`config.mk`:
```
export PLATFORM = sky130hd
export DESIGN_NAME = uop_bkpt_unit
export DESIGN_NICKNAME = d
export VERILOG_FILES = /design/src/rtl/uwb_pkg.sv /design/src/rtl/uwb_regs.sv /design/src/rtl/uwb_step.sv /design/src/rtl/uwb_pc_match.sv /design/src/rtl/uop_bkpt_unit.sv
export SDC_FILE = /design/constraint.sdc
export NUM_CORES = 1
export LEC_CHECK = 0
export ABC_AREA = 0
export BUFFER_PORTS_ARGS = -buffer_cell sky130_fd_sc_hd__buf_2
export CELL_PAD_IN_SITES_DETAIL_PLACEMENT = 1
export CELL_PAD_IN_SITES_GLOBAL_PLACEMENT = 2
export CORE_MARGIN = 2
export CORE_UTILIZATION = 35
export CTS_CLUSTER_DIAMETER = 50
export DETAILED_ROUTE_END_ITERATION = 16
export MAX_ROUTING_LAYER = met4
export PLACE_DENSITY_LB_ADDON = 0.1
export SETUP_SLACK_MARGIN = 0.05
export SLEW_MARGIN = 20
export SYNTH_ARGS = -nofsm -noshare
export SYNTH_HDL_FRONTEND = slang
export SYNTH_SLANG_ARGS = --single-unit
export TNS_END_PERCENT = 20
```
`constraint.sdc`:
```
create_clock -name clk -period 2.3 [get_ports clk]
set_clock_uncertainty 0.05 [all_clocks]
set_input_delay 0.115 -clock clk [delete_from_list [all_inputs] [get_ports clk]]
set_output_delay 0.115 -clock clk [all_outputs]
set_load 0.05 [all_outputs]
```
`src/rtl/uwb_pkg.sv`:
```
package uwb_pkg;
    localparam int ARM_W  = 9;
    localparam int NUM_BP = 2;
    localparam int EV_W   = 3;

    // arm register bit positions
    localparam int B_IEN  = 0;
    localparam int B_PROF = 1;
    localparam int B_FPE  = 2;
    localparam int B_STEP = 3;
    localparam int B_AV0  = 4;
    localparam int B_IMM  = 8;

    localparam logic [ARM_W-1:0] ARM_RST = 9'h007;

    // status flag positions
    localparam int EV_INS  = 0;
    localparam int EV_STEP = 1;
    localparam int EV_IMM  = 2;

    // byte offsets
    localparam int OFF_ARM  = 'h004;
    localparam int OFF_STEP = 'h008;
    localparam int OFF_BP0  = 'h018;
    localparam int OFF_STAT = 'h040;
endpackage

```
`src/rtl/uwb_regs.sv`:
```
module uwb_regs
    import uwb_pkg::*;
#(
    parameter int ADDR_W = 12,
    parameter int DATA_W = 32,
    parameter int PC_W   = 64
) (
    input  logic                          clk,
    input  logic                          rst_n,
    input  logic                          psel,
    input  logic                          penable,
    input  logic                          pwrite,
    input  logic [ADDR_W-1:0]             paddr,
    input  logic [DATA_W-1:0]             pwdata,
    input  logic [EV_W-1:0]               status,
    output logic [DATA_W-1:0]             prdata,
    output logic                          arm_ien,
    output logic                          arm_fpe,
    output logic                          arm_step,
    output logic [NUM_BP-1:0]             arm_av,
    output logic                          arm_imm,
    output logic [DATA_W-1:0]             step_num,
    output logic [NUM_BP-1:0][PC_W-1:0]   bp_addr,
    output logic [EV_W-1:0]               clr_mask
);
    localparam int HI_W = PC_W - DATA_W;

    typedef struct packed {
        logic [ARM_W-1:0]           arm;
        logic [DATA_W-1:0]          step;
        logic [NUM_BP-1:0][PC_W-1:0] bp;
    } regs_t;

    regs_t r_d, r_q;
    logic  wr_en;

    always_comb begin
        r_d      = r_q;
        wr_en    = psel && penable && pwrite;
        clr_mask = '0;
        if (wr_en) begin
            if (paddr == ADDR_W'(OFF_ARM))  r_d.arm  = pwdata[ARM_W-1:0];
            if (paddr == ADDR_W'(OFF_STEP)) r_d.step = pwdata;
            if (paddr == ADDR_W'(OFF_STAT)) clr_mask = pwdata[EV_W-1:0];
            for (int k = 0; k < NUM_BP; k++) begin
                if (paddr == ADDR_W'(OFF_BP0 + 8*k))
                    r_d.bp[k][DATA_W-1:0] = pwdata;
                if (paddr == ADDR_W'(OFF_BP0 + 8*k + 4))
                    r_d.bp[k][PC_W-1:DATA_W] = pwdata[HI_W-1:0];
            end
        end
    end

    always_comb begin
        prdata = '0;
        if (paddr == ADDR_W'(OFF_ARM))  prdata = DATA_W'(r_q.arm);
        if (paddr == ADDR_W'(OFF_STEP)) prdata = r_q.step;
        if (paddr == ADDR_W'(OFF_STAT)) prdata = DATA_W'(status);
        for (int k = 0; k < NUM_BP; k++) begin
            if (paddr == ADDR_W'(OFF_BP0 + 8*k))
                prdata = r_q.bp[k][DATA_W-1:0];
            if (paddr == ADDR_W'(OFF_BP0 + 8*k + 4))
                prdata = DATA_W'(r_q.bp[k][PC_W-1:DATA_W]);
        end
    end

    always_ff @(posedge clk or negedge rst_n) begin
        if (!rst_n) begin
            r_q      <= '0;
            r_q.arm  <= ARM_RST;
        end else begin
            r_q <= r_d;
        end
    end

    assign arm_ien  = r_q.arm[B_IEN];
    assign arm_fpe  = r_q.arm[B_FPE];
    assign arm_step = r_q.arm[B_STEP];
    assign arm_av   = r_q.arm[B_AV0 +: NUM_BP];
    assign arm_imm  = r_q.arm[B_IMM];
    assign step_num = r_q.step;
    assign bp_addr  = r_q.bp;
endmodule

```
`src/rtl/uwb_step.sv`:
```
module uwb_step #(
    parameter int CNT_W = 32
) (
    input  logic             clk,
    input  logic             rst_n,
    input  logic             en,
    input  logic             rt_valid,
    input  logic [CNT_W-1:0] target,
    output logic             hit
);
    typedef struct packed {
        logic [CNT_W-1:0] cnt;
        logic             done;
    } step_t;

    step_t            s_d, s_q;
    logic [CNT_W-1:0] cnt_inc;

    always_comb begin
        s_d     = s_q;
        hit     = 1'b0;
        cnt_inc = s_q.cnt + 1'b1;
        if (!en) begin
            s_d = '0;                       // disarm: count restarts at zero
        end else if (rt_valid && !s_q.done) begin
            s_d.cnt = cnt_inc;
            if (cnt_inc == target) begin
                s_d.done = 1'b1;
                hit      = 1'b1;
            end
        end
    end

    always_ff @(posedge clk or negedge rst_n) begin
        if (!rst_n) s_q <= '0;
        else        s_q <= s_d;
    end
endmodule

```
`src/rtl/uwb_pc_match.sv`:
```
module uwb_pc_match #(
    parameter int PC_W = 64
) (
    input  logic            armed,
    input  logic            rt_valid,
    input  logic [PC_W-1:0] rt_pc,
    input  logic [PC_W-1:0] bp,
    output logic            hit
);
    assign hit = armed && rt_valid && (rt_pc == bp);
endmodule

```
`src/rtl/uop_bkpt_unit.sv`:
```
module uop_bkpt_unit
    import uwb_pkg::*;
#(
    parameter int ADDR_W = 12,
    parameter int DATA_W = 32,
    parameter int PC_W   = 64
) (
    input  logic              clk,
    input  logic              rst_n,
    input  logic              psel,
    input  logic              penable,
    input  logic              pwrite,
    input  logic [ADDR_W-1:0] paddr,
    input  logic [DATA_W-1:0] pwdata,
    output logic [DATA_W-1:0] prdata,
    input  logic              rt_valid,
    input  logic [PC_W-1:0]   rt_pc,
    output logic              pause_req,
    output logic              evt_ins,
    output logic              evt_step
);
    logic                        arm_ien, arm_fpe, arm_step, arm_imm;
    logic [NUM_BP-1:0]           arm_av;
    logic [DATA_W-1:0]           step_num;
    logic [NUM_BP-1:0][PC_W-1:0] bp_addr;
    logic [EV_W-1:0]             clr_mask;
    logic [EV_W-1:0]             status_d, status_q, ev_set;
    logic [NUM_BP-1:0]           bp_hit;
    logic                        step_hit;

    uwb_regs #(.ADDR_W(ADDR_W), .DATA_W(DATA_W), .PC_W(PC_W)) u_regs (
        .clk(clk), .rst_n(rst_n), .psel(psel), .penable(penable),
        .pwrite(pwrite), .paddr(paddr), .pwdata(pwdata), .status(status_q),
        .prdata(prdata), .arm_ien(arm_ien), .arm_fpe(arm_fpe),
        .arm_step(arm_step), .arm_av(arm_av), .arm_imm(arm_imm),
        .step_num(step_num), .bp_addr(bp_addr), .clr_mask(clr_mask)
    );

    uwb_step #(.CNT_W(DATA_W)) u_step (
        .clk(clk), .rst_n(rst_n), .en(arm_step), .rt_valid(rt_valid),
        .target(step_num), .hit(step_hit)
    );

    for (genvar k = 0; k < NUM_BP; k++) begin : g_bp
        uwb_pc_match #(.PC_W(PC_W)) u_match (
            .armed(arm_ien && arm_av[k]), .rt_valid(rt_valid),
            .rt_pc(rt_pc), .bp(bp_addr[k]), .hit(bp_hit[k])
        );
    end

    always_comb begin
        ev_set          = '0;
        ev_set[EV_INS]  = |bp_hit;
        ev_set[EV_STEP] = step_hit;
        ev_set[EV_IMM]  = arm_imm && rt_valid;
        status_d        = (status_q & ~clr_mask) | ev_set;
    end

    always_ff @(posedge clk or negedge rst_n) begin
        if (!rst_n) status_q <= '0;
        else        status_q <= status_d;
    end

    assign pause_req = arm_fpe && (|status_q);
    assign evt_ins   = status_q[EV_INS];
    assign evt_step  = status_q[EV_STEP];
endmodule

```
### Word-level counts from Yosys, hierarchy flattened

Cells that the tools add are included.

| storage, ports and cells | value |
|---|---|
| flip-flop bits (word level) | 205 |
| bits of input ports | 114 |
| output and inout bits | 35 |

| operators by class | value |
|---|---|
| $add $sub $neg | 1 |
| equality and inequality tests | 12 |
| multiplexer cells | 15 |
| bitwise logic cells | 3 |
| reductions and logical operators | 21 |

Operator list:

| operator | count |
|---|---|
| $mux W32 | 6 |
| $eq A64 B64 Y1 | 2 |
| $mux W33 | 2 |
| $add A32 B1 Y32 const B | 1 |
| $eq A32 B32 Y1 | 1 |
| $eq A12 B5 Y1 const B | 2 |
| $eq A12 B6 Y1 const B | 2 |
| $reduce_and A2 Y1 | 7 |
| $eq A12 B3 Y1 const B | 1 |
| $eq A12 B4 Y1 const B | 1 |
| $eq A12 B7 Y1 const B | 1 |
| $logic_and A1 B1 Y1 | 11 |
| $mux W9 | 1 |
| $mux W3 | 2 |
| $mux W1 | 4 |
| $ne A2 B1 Y1 const B | 2 |
| $and A3 B3 Y3 | 1 |
| $not A3 Y3 | 1 |
| $or A3 B3 Y3 | 1 |
| $reduce_or A3 Y1 | 1 |
| $reduce_or A2 Y1 | 1 |
| $logic_not A1 Y1 | 1 |

### Longest topological paths before layout

Gate-level depths: netlist of the first run.

| logic depth | value |
|---|---|
| depth after elaboration | 8 |
| mapped depth | 9 |

### Hierarchy

Synthesis of the first run repeated with hierarchy kept, for this count alone.

| unflattened totals | value |
|---|---|
| cells, all modules | 1307 |
| area, all modules | 13676.9 um^2 |

By module, submodules not included:

| module | instances | cells each | area an instance (um^2) | seq. area each (um^2) |
|---|---|---|---|---|
| uwb_regs | 1 | 771 | 9345.2 | 4232.8 |
| uwb_step | 1 | 332 | 2740.1 | 825.8 |
| uwb_pc_match | 2 | 95 | 729.4 | 0.0 |
| uop_bkpt_unit | 1 | 14 | 132.6 | 75.1 |

### Worst setup path after synthesis of the first run

OpenSTA, ideal clock, no wires.

| timing path | value |
|---|---|
| kind | input port to output port |
| from | input port paddr[10] |
| to | output port prdata[1] |
| arrival time | 2685 ps |
| data required time | 2135 ps |
| slack | -550 ps |
| cell stages on the path | 6 |
| buffers on the path | 2 |
| cell sequence | nor4_2 > nand3_1 > or3b_1 > clkbuf_1 > clkbuf_1 > a221oi_1 |

| between the ends | value |
|---|---|
| longest elaborated chain between the ends | 8 |

Ends and longest elaborated chain:

| item | line | source |
|---|---|---|
| start: declaration | uop_bkpt_unit.sv:13 | `input logic [ADDR_W-1:0] paddr,` |
| $eq A12 B3 Y1 | uwb_regs.sv:56 | `if (paddr == ADDR_W'(OFF_ARM)) prdata = DATA_W'(r_q.arm);` |
| $mux W9 | uwb_regs.sv:56 |  |
| $mux W32 | uwb_regs.sv:57 | `if (paddr == ADDR_W'(OFF_STEP)) prdata = r_q.step;` |
| $mux W32 | uwb_regs.sv:58 | `if (paddr == ADDR_W'(OFF_STAT)) prdata = DATA_W'(status);` |
| $mux W32 | uwb_regs.sv:60 | `if (paddr == ADDR_W'(OFF_BP0 + 8*k))` |
| $mux W32 | uwb_regs.sv:62 | `if (paddr == ADDR_W'(OFF_BP0 + 8*k + 4))` |
| $mux W32 | uwb_regs.sv:60 |  |
| $mux W32 (*) | uwb_regs.sv:62 |  |
| end: declaration | uop_bkpt_unit.sv:15 | `output logic [DATA_W-1:0] prdata,` |

Mark *: on every way between the ends. The rest lies on a longest branch, timed or not.

### Worst setup path in the final report of the first run

| timing path | value |
|---|---|
| from | register u_step.s_q[2] (netlist bit) |
| to | register u_step.s_q[0] (netlist bit) |

| between the ends | value |
|---|---|
| longest elaborated chain between the ends | 4 |

Ends and longest elaborated chain:

| item | line | source |
|---|---|---|
| start: declaration | uwb_step.sv:16 | `step_t s_d, s_q;` |
| start signal: assignment | uwb_step.sv:35 | `if (!rst_n) s_q <= '0;` |
| start signal: assignment | uwb_step.sv:36 | `else s_q <= s_d;` |
| $add A32 B1 Y32 | uwb_step.sv:22 | `cnt_inc = s_q.cnt + 1'b1;` |
| $eq A32 B32 Y1 | uwb_step.sv:27 | `if (cnt_inc == target) begin` |
| $ne A2 B1 Y1 (no line) | - |  |
| $reduce_and A2 Y1 (no line) | - |  |

No other way between the ends.
A chain may end at the register's enable or synchronous reset.

==> run_summary.xml, run 1 <==
<?xml version="1.0" encoding="UTF-8"?>
<metrics>
  <group name="status">
    <metric name="run_status" unit="">complete, but fails checks</metric>
    <metric name="violated_checks" unit="">setup timing</metric>
  </group>
  <group name="global_route">
    <metric name="grt_remaining_overflow" unit="">0</metric>
    <metric name="antenna_violations_before_repair" unit="">3</metric>
    <metric name="total_global_routing_track_utilization" unit="">0.273</metric>
    <metric name="wire_length_of_the_first_global_routing_pass" unit="um">69900</metric>
    <metric name="grt_max_degree" unit="">64</metric>
    <metric name="grt_pass1_vias" unit="">10700</metric>
  </group>
  <group name="drt">
    <metric name="antenna_left" unit="">0</metric>
    <metric name="drc" unit="">0</metric>
    <metric name="postRouteWirelength" unit="um">46800</metric>
    <metric name="detailroute.via_count" unit="">9933</metric>
    <metric name="drt-initial-drc-count" unit="">457</metric>
    <metric name="detail_route.first_pass.iterations" unit="">5</metric>
    <metric name="route.met2.wl" unit="um">23000</metric>
    <metric name="post_route_m1_wl" unit="um">20400</metric>
    <metric name="wl_per_cell" unit="um">25.2</metric>
    <metric name="dr.max_layer_used" unit="">met4</metric>
    <metric name="route.met3.wl" unit="um">1610</metric>
    <metric name="vias_per_inst" unit="">5.36</metric>
  </group>
  <group name="yosys">
    <metric name="synth_top_family_by_area" unit="">multiplexers</metric>
    <metric name="share_of_yosys_cell_area_claimed_by_the_top_area_cell_type" unit="">0.422</metric>
    <metric name="synth_top_area_cell" unit="">dfrtp_1</metric>
    <metric name="synth.ff_latch_count" unit="">205</metric>
    <metric name="synth_simple_gate_area_share" unit="">0.149</metric>
    <metric name="cell_variety_after_synth" unit="">70</metric>
    <metric name="synth.cells.most_frequent" unit="">dfrtp_1 (202), xnor2_1 (123), mux2_2 (120)</metric>
    <metric name="syn-mean-instance-area" unit="um2">10.8</metric>
    <metric name="synthXorXnorAreaFrac" unit="">0.140</metric>
    <metric name="synth_cells" unit="">1113</metric>
    <metric name="synth_sequential_area_ratio" unit="">0.429</metric>
    <metric name="synth_async_sr_flop_share" unit="">1.00</metric>
    <metric name="yosys.cell_count.top_type" unit="">dfrtp_1</metric>
    <metric name="number_of_warnings_printed_during_yosys_synthesis" unit="">0</metric>
    <metric name="yosys-mux-area-fraction" unit="">0.184</metric>
    <metric name="synthAdderAreaFrac" unit="">0.00104</metric>
    <metric name="postSynth.topFlopCell" unit="">dfrtp_1</metric>
    <metric name="synth_top_cells_by_area" unit="">dfrtp_1 (42%), mux2_2 (11%), xnor2_1 (9.0%)</metric>
    <metric name="synth_fp_nets" unit="">1228</metric>
    <metric name="post_synth_instance_area" unit="mm2">0.0120</metric>
    <metric name="edff_count_synth" unit="">0</metric>
    <metric name="compound_gate_portion_of_the_synthesized_area" unit="">0.0741</metric>
  </group>
  <group name="die">
    <metric name="placementRows" unit="">67</metric>
    <metric name="placeableCoreArea" unit="mm2">0.0336</metric>
    <metric name="start_util" unit="">0.356</metric>
    <metric name="ioPinCount" unit="">149</metric>
    <metric name="overall_die_height" unit="um">189</metric>
    <metric name="dieWidth" unit="um">189</metric>
    <metric name="die-area" unit="mm2">0.0357</metric>
  </group>
  <group name="timing">
    <metric name="drv_slew" unit="">0</metric>
    <metric name="finalHoldWorstSlack" unit="ns">0.0342</metric>
    <metric name="setup_slack" unit="ns">-0.0154</metric>
    <metric name="worst_slew_pin_slew" unit="ns">0.597</metric>
    <metric name="period_share" unit="">1.01</metric>
    <metric name="grt_setup_unrepaired" unit="">true</metric>
    <metric name="fmax" unit="GHz">0.432</metric>
    <metric name="timing.setup.tns" unit="ns">-0.0154</metric>
    <metric name="hold_viol_final" unit="">0</metric>
    <metric name="post-route-min-period" unit="ns">2.32</metric>
    <metric name="setup_violations_final" unit="">1</metric>
    <metric name="slew_headroom" unit="">0.599</metric>
  </group>
  <group name="setup_path">
    <metric name="critical_path_arrival" unit="ns">2.77</metric>
    <metric name="setup.worst_path.start" unit="">u_step.s_q[2]</metric>
    <metric name="setup.reg_to_reg.worst_slack" unit="ns">-0.02</metric>
    <metric name="path_max_fanout" unit="">5</metric>
    <metric name="start_kind" unit="">register</metric>
    <metric name="worst-setup-path-type" unit="">register to register</metric>
    <metric name="worst_r2r_startpoint" unit="">u_step.s_q[2]</metric>
    <metric name="required" unit="ns">2.76</metric>
    <metric name="critical_path.endpoint_type" unit="">register</metric>
  </group>
  <group name="cts">
    <metric name="clock_tree.root_cell" unit="">clkbuf_16</metric>
    <metric name="tritoncts" unit="">done</metric>
    <metric name="clockBufferDepth" unit="">3</metric>
    <metric name="number_of_buffers_inserted_during_clock_tree_synthesis" unit="">31</metric>
    <metric name="clock_pin_slew_of_the_registers_on_the_worst_case_setup_and_hold_paths" unit="ns">0.06</metric>
    <metric name="h-tree-depth" unit="">1</metric>
    <metric name="clock_latency" unit="ns">0.57</metric>
    <metric name="cts_num_sinks" unit="">205</metric>
  </group>
  <group name="layout">
    <metric name="area_taken_by_multi_input_logic_gates" unit="mm2">0.00689</metric>
    <metric name="final_design_area_no_fill" unit="mm2">0.0159</metric>
    <metric name="post_route_cells_drive_above_1_share" unit="">0.355</metric>
    <metric name="ff_latch_area" unit="mm2">0.00513</metric>
    <metric name="nFillCells" unit="">3637</metric>
    <metric name="synthToLayoutAreaGrowth" unit="%">32.4</metric>
    <metric name="final_net_count" unit="">1496</metric>
    <metric name="finish.utilization" unit="">0.472</metric>
  </group>
  <group name="place">
    <metric name="routabilityCongestion" unit="">0.861</metric>
    <metric name="buffer_ports.inserted" unit="">148</metric>
    <metric name="placed_standard_cell_area" unit="mm2">0.0141</metric>
    <metric name="place_hpwl" unit="um">35500</metric>
  </group>
  <group name="power">
    <metric name="power_density" unit="mW/mm2">572</metric>
    <metric name="peakVddDrop" unit="mV">0.602</metric>
    <metric name="post-layout-total-power" unit="mW">9.06</metric>
    <metric name="static-leakage-power" unit="nW">7.50</metric>
  </group>
  <group name="job">
    <metric name="drv_cap" unit="">0</metric>
  </group>
  <group name="worst_hold_path">
    <metric name="min_path_type" unit="">primary input to register</metric>
    <metric name="min-delay-start" unit="">rt_pc[57]</metric>
  </group>
</metrics>
## cell type report
| type | instances | area share |
|---|---|---|
| Antenna cell | 1 | 0.000158 |
| Clock buffer | 40 | 0.0548 |
| Clock inverter | 17 | 0.0119 |
| Inverter | 7 | 0.00166 |
| Multi-Input combinational cell | 843 | 0.435 |
| Sequential cell | 205 | 0.324 |
| Tap cell | 448 | 0.0354 |
| Timing Repair Buffer | 293 | 0.138 |
## through the flow
| step | setup slack [ns] | std cells |
|---|---|---|
| after floorplan | -0.0851 | 1113 |
| after global placement | -0.208 | 1756 |
| after detailed placement | -0.234 | 1756 |
| after CTS | -0.0474 | 1851 |
| after global routing | -0.132 | 1854 |
| final | -0.0154 | 1854 |
## where the power goes
part           total, mW  internal (mW)  switching, mW
logic              0.617          0.229          0.388
clock network       4.83           3.00           1.83
registers           3.62           3.61        0.00486
total               9.06           6.84           2.22
## path summary, 6_finish.rpt
kind | endpoint | cells past startpoint
max | u_step.s_q[0] | 11
min | status_q[0] | 6
max reg2reg | u_step.s_q[0] | 11
min reg2reg | u_regs.r_q[167] | 1
max in group asynchronous | u_regs.bp_addr[77] | 3
min in group asynchronous | u_step.s_q[6] | 2
## logic make-up after synthesis
kind of cell | Yosys count
simple gates | 323
flops | 205
mux | 199
xor+xnor | 191
compound gates | 129
buf+inv | 65
fa+ha+maj | 1
## worst max-delay path: stages (launching register included)
cell and delay (ns):
dfrtp_1 0.39, ha_2 0.21, nand3_2 0.08, buf_6 0.15, nor4_4 0.27, buf_6 0.17, nand3_4 0.08, xnor2_2 0.15
nor4b_2 0.30, buf_4 0.16, nand4_1 0.13, nand2_1 0.10
## what timing repair did
item                                    CTS  global route
resized for setup                        13            59
pin swaps                                 1            21
endpoints found under the setup margin   18            44
hold buffers                             38             0
buffers inserted                          0             3
endpoints found under the hold margin   377             0
## cells in the final DEF, fill, tap and decap left out, types with 8 or more instances in the layout
master and count:
a222oi_1 16, mux2i_1 31, buf_4 98, xnor2_1 121, nand2_1 87, o22ai_1 11, nor2_2 10, buf_12 14
clkbuf_16 31, buf_2 129, a21oi_1 23, nand4_1 33, mux2_1 48, nor2_1 48, a21oi_2 8, nand3_1 14
dfrtp_1 202, nor3_1 12, and2_1 30, nor4_1 18, dlygate4sd3_1 38, o21ai_0 16, mux2_2 120, xor2_1 68
## state kept, by name, indices dropped and copies added (netlist names)
name             flops
u_regs.bp_addr     128
u_regs.arm_av        2
u_regs.r_q           3
u_regs.step_num     32
u_step.s_q          33
status_q             3
u_regs.arm_fpe       1
u_regs.arm_imm       1
u_regs.arm_step      1
u_regs.arm_ien       1
## metal layers
metal | up-vias | GRT usage
met1 | 5086 | 0.343
met4 | 0 | 0.0916
met2 | 215 | 0.454
li1 | 4546 | -
met5 | - | -
met3 | 86 | 0.0358
No activity file was read; power rests on OpenSTA's default activity.
==> inputs of run 2 (changes only) <==
--- a/config.mk
+++ b/config.mk
@@ -6,13 +6,14 @@
 export NUM_CORES = 1
 export LEC_CHECK = 0
 export ABC_AREA = 0
-export BUFFER_PORTS_ARGS = -buffer_cell sky130_fd_sc_hd__buf_2
 export CELL_PAD_IN_SITES_DETAIL_PLACEMENT = 1
 export CELL_PAD_IN_SITES_GLOBAL_PLACEMENT = 2
+export CORE_ASPECT_RATIO = 0.6
 export CORE_MARGIN = 2
-export CORE_UTILIZATION = 35
+export CORE_UTILIZATION = 38
 export CTS_CLUSTER_DIAMETER = 50
 export DETAILED_ROUTE_END_ITERATION = 16
+export DONT_BUFFER_PORTS = 1
 export MAX_ROUTING_LAYER = met4
 export PLACE_DENSITY_LB_ADDON = 0.1
 export SETUP_SLACK_MARGIN = 0.05
==> run 2 against run 1 <==
Effect of this change:
- the flow finishes with violations (hold timing, setup timing)
- die area fell by 7.6%
- cell area fell by 1.8%
- worst hold slack worse by 0.83 ns
- sequential power hardly changed
- core utilization rose by 2.9 points
- sequential share of layout area up 0.61 points
- wire length is 5.0% higher
- largest cell class unchanged
==> run_summary.xml, run 2 (synthesis results as in run 1) <==
<?xml version="1.0" encoding="UTF-8"?>
<metrics>
  <group name="status">
    <metric name="run_status" unit="">complete, but fails checks</metric>
    <metric name="violated_checks" unit="">hold timing, setup timing</metric>
  </group>
  <group name="layout">
    <metric name="finish.utilization" unit="">0.501</metric>
    <metric name="layout.cells.most_common_list" unit="">dfrtp_1 (199), mux2_2 (120), xnor2_1 (120), buf_4 (120), nand2_1 (86)</metric>
    <metric name="final_net_count" unit="">1418</metric>
    <metric name="layout_commonest_cell" unit="">dfrtp_1</metric>
    <metric name="layoutNonFillerInstCount" unit="">1742</metric>
    <metric name="nFillCells" unit="">3318</metric>
    <metric name="post_route_cells_drive_above_1_share" unit="">0.282</metric>
    <metric name="synthToLayoutAreaGrowth" unit="%">30.0</metric>
    <metric name="largest_reg_flops" unit="">128</metric>
  </group>
  <group name="cts">
    <metric name="clock_tree.root_cell" unit="">clkbuf_16</metric>
    <metric name="clock_latency" unit="ns">0.55</metric>
    <metric name="cts_hold_buf" unit="">72</metric>
    <metric name="h-tree-depth" unit="">1</metric>
    <metric name="tritoncts" unit="">done</metric>
    <metric name="clock_pin_slew_of_the_registers_on_the_worst_case_setup_and_hold_paths" unit="ns">0.07</metric>
    <metric name="cts_num_sinks" unit="">205</metric>
    <metric name="clockBufferDepth" unit="">3</metric>
    <metric name="number_of_buffers_inserted_during_clock_tree_synthesis" unit="">26</metric>
  </group>
  <group name="drt">
    <metric name="wl_per_cell" unit="um">28.2</metric>
    <metric name="detailroute.via_count" unit="">9970</metric>
    <metric name="drt-initial-drc-count" unit="">985</metric>
    <metric name="vias_per_inst" unit="">5.72</metric>
    <metric name="detail_route.first_pass.iterations" unit="">5</metric>
    <metric name="antenna_left" unit="">0</metric>
    <metric name="postRouteWirelength" unit="um">49100</metric>
    <metric name="drc" unit="">0</metric>
  </group>
  <group name="global_route">
    <metric name="total_global_routing_track_utilization" unit="">0.310</metric>
    <metric name="antenna_violations_before_repair" unit="">3</metric>
    <metric name="grt_remaining_overflow" unit="">0</metric>
    <metric name="wire_length_of_the_first_global_routing_pass" unit="um">71700</metric>
    <metric name="grt_pass1_vias" unit="">10200</metric>
    <metric name="grt_max_degree" unit="">206</metric>
  </group>
  <group name="die">
    <metric name="ioPinCount" unit="">149</metric>
    <metric name="placeableCoreArea" unit="mm2">0.0311</metric>
    <metric name="die-area" unit="mm2">0.0330</metric>
    <metric name="dieWidth" unit="um">233</metric>
    <metric name="overall_die_height" unit="um">142</metric>
    <metric name="placementRows" unit="">50</metric>
    <metric name="start_util" unit="">0.385</metric>
  </group>
  <group name="setup_path">
    <metric name="path_max_fanout" unit="">5</metric>
    <metric name="critical_path.endpoint_type" unit="">register</metric>
    <metric name="worst-setup-path-type" unit="">register to register</metric>
    <metric name="critical_path_arrival" unit="ns">2.75</metric>
    <metric name="start_kind" unit="">register</metric>
    <metric name="required" unit="ns">2.74</metric>
  </group>
  <group name="place">
    <metric name="place_hpwl" unit="um">34700</metric>
    <metric name="routabilityCongestion" unit="">0.937</metric>
    <metric name="buffer_ports.inserted" unit="">0</metric>
    <metric name="dpl.cell_count" unit="">1603</metric>
  </group>
  <group name="timing">
    <metric name="hold_viol_final" unit="">205</metric>
    <metric name="setup_slack" unit="ns">-0.0136</metric>
    <metric name="worst_slew_pin_slew" unit="ns">0.773</metric>
    <metric name="setup_violations_final" unit="">2</metric>
    <metric name="grt_setup_unrepaired" unit="">true</metric>
    <metric name="period_share" unit="">1.01</metric>
    <metric name="post-route-min-period" unit="ns">2.31</metric>
    <metric name="fmax" unit="GHz">0.432</metric>
    <metric name="drv_slew" unit="">0</metric>
    <metric name="slew_headroom" unit="">0.483</metric>
    <metric name="finalHoldWorstSlack" unit="ns">-0.795</metric>
    <metric name="timing.setup.tns" unit="ns">-0.0219</metric>
  </group>
  <group name="power">
    <metric name="power_density" unit="mW/mm2">527</metric>
    <metric name="peakVddDrop" unit="mV">0.430</metric>
    <metric name="static-leakage-power" unit="nW">7.21</metric>
  </group>
  <group name="job">
    <metric name="drv_cap" unit="">0</metric>
  </group>
  <group name="worst_hold_path">
    <metric name="min_path_type" unit="">primary input to async pin</metric>
  </group>
</metrics>
[run 2: changes by cell type in the layout (fill, tap and decap cells not counted), sizes merged]
cell,before,now
buf,249,148
dlygate4sd3,38,70
clkbuf,46,34
bufinv,3,1
diode,1,3
dlymetal6s4s,0,2
clkinvlp,4,3
[run 2: area by class of cell]
cell class,instances,area (um2),area share
antenna,3,7.51,0.000482
clock buffer,34,732,0.0470
clock inverter,14,126,0.00812
inverter,7,26.3,0.00169
multi-input combinational,843,6880,0.442
sequential,205,5140,0.330
tap,416,520,0.0334
timing repair buffer,220,2140,0.138
[run 2: stage by stage]
step           cell area [um2]  setup WS (ns)  total power, mW
2_1_floorplan            12100        -0.0851             3.84
3_3_place_gp             13600        -0.0401             3.93
3_5_place_dp             13600         -0.134             3.93
4_1_cts                  15300         0.0119             8.25
5_1_grt                  15600         -0.139             8.45
6_report                 15600        -0.0136             8.20
[run 2: repair_timing]
| item | 4_1_cts | 5_1_grt |
|---|---|---|
| endpoints found under the hold margin | 378 | 205 |
| setup buffers | 9 | 7 |
| gates resized for setup | 12 | 36 |
| setup endpoints to repair | 9 | 39 |
| pin swaps | 6 | 16 |
[run 2: worst paths after layout]
| check | cells after the start | from | endpoint | slack, ns |
|---|---|---|---|---|
| min reg2reg | 1 | u_regs.r_q[167] | u_regs.r_q[167] | 0.47 |
| max reg2reg | 8 | u_step.s_q[2] | status_q[1] | -0.01 |
| min in group clk | 5 | rt_pc[5] | status_q[0] | 0.02 |
| min | 0 | rst_n | u_regs.bp_addr[116] | -0.79 |
| max in group asynchronous | 0 | rst_n | u_regs.arm_fpe | 2.53 |
| max | 8 | u_step.s_q[2] | status_q[1] | -0.01 |
[run 2: where the power goes]
group	internal (mW)	switching [mW]
Combinational	0.178	0.222
Sequential	3.61	0.00463
Clock	2.39	1.80
[run 2: metal layers]
metal / global-route usage / share of wire / vias to the layer above
met2: 0.421 / 0.41 / 325
met1: 0.457 / 0.48 / 5184
li1: - / - / 4393
met5: - / 0 / -
met3: 0.0816 / 0.083 / 68
met4: 0.0677 / 0.022 / 0
[run 2: worst max-delay path: stages, from the launching register on]
cell and delay [ns]:
dfrtp_1 0.38, buf_6 0.12, nand4_4 0.17, nor4_4 0.40, nand4_1 0.22, a2111oi_4 0.40
nor4b_4 0.26, nand4_1 0.15, nand2_1 0.09
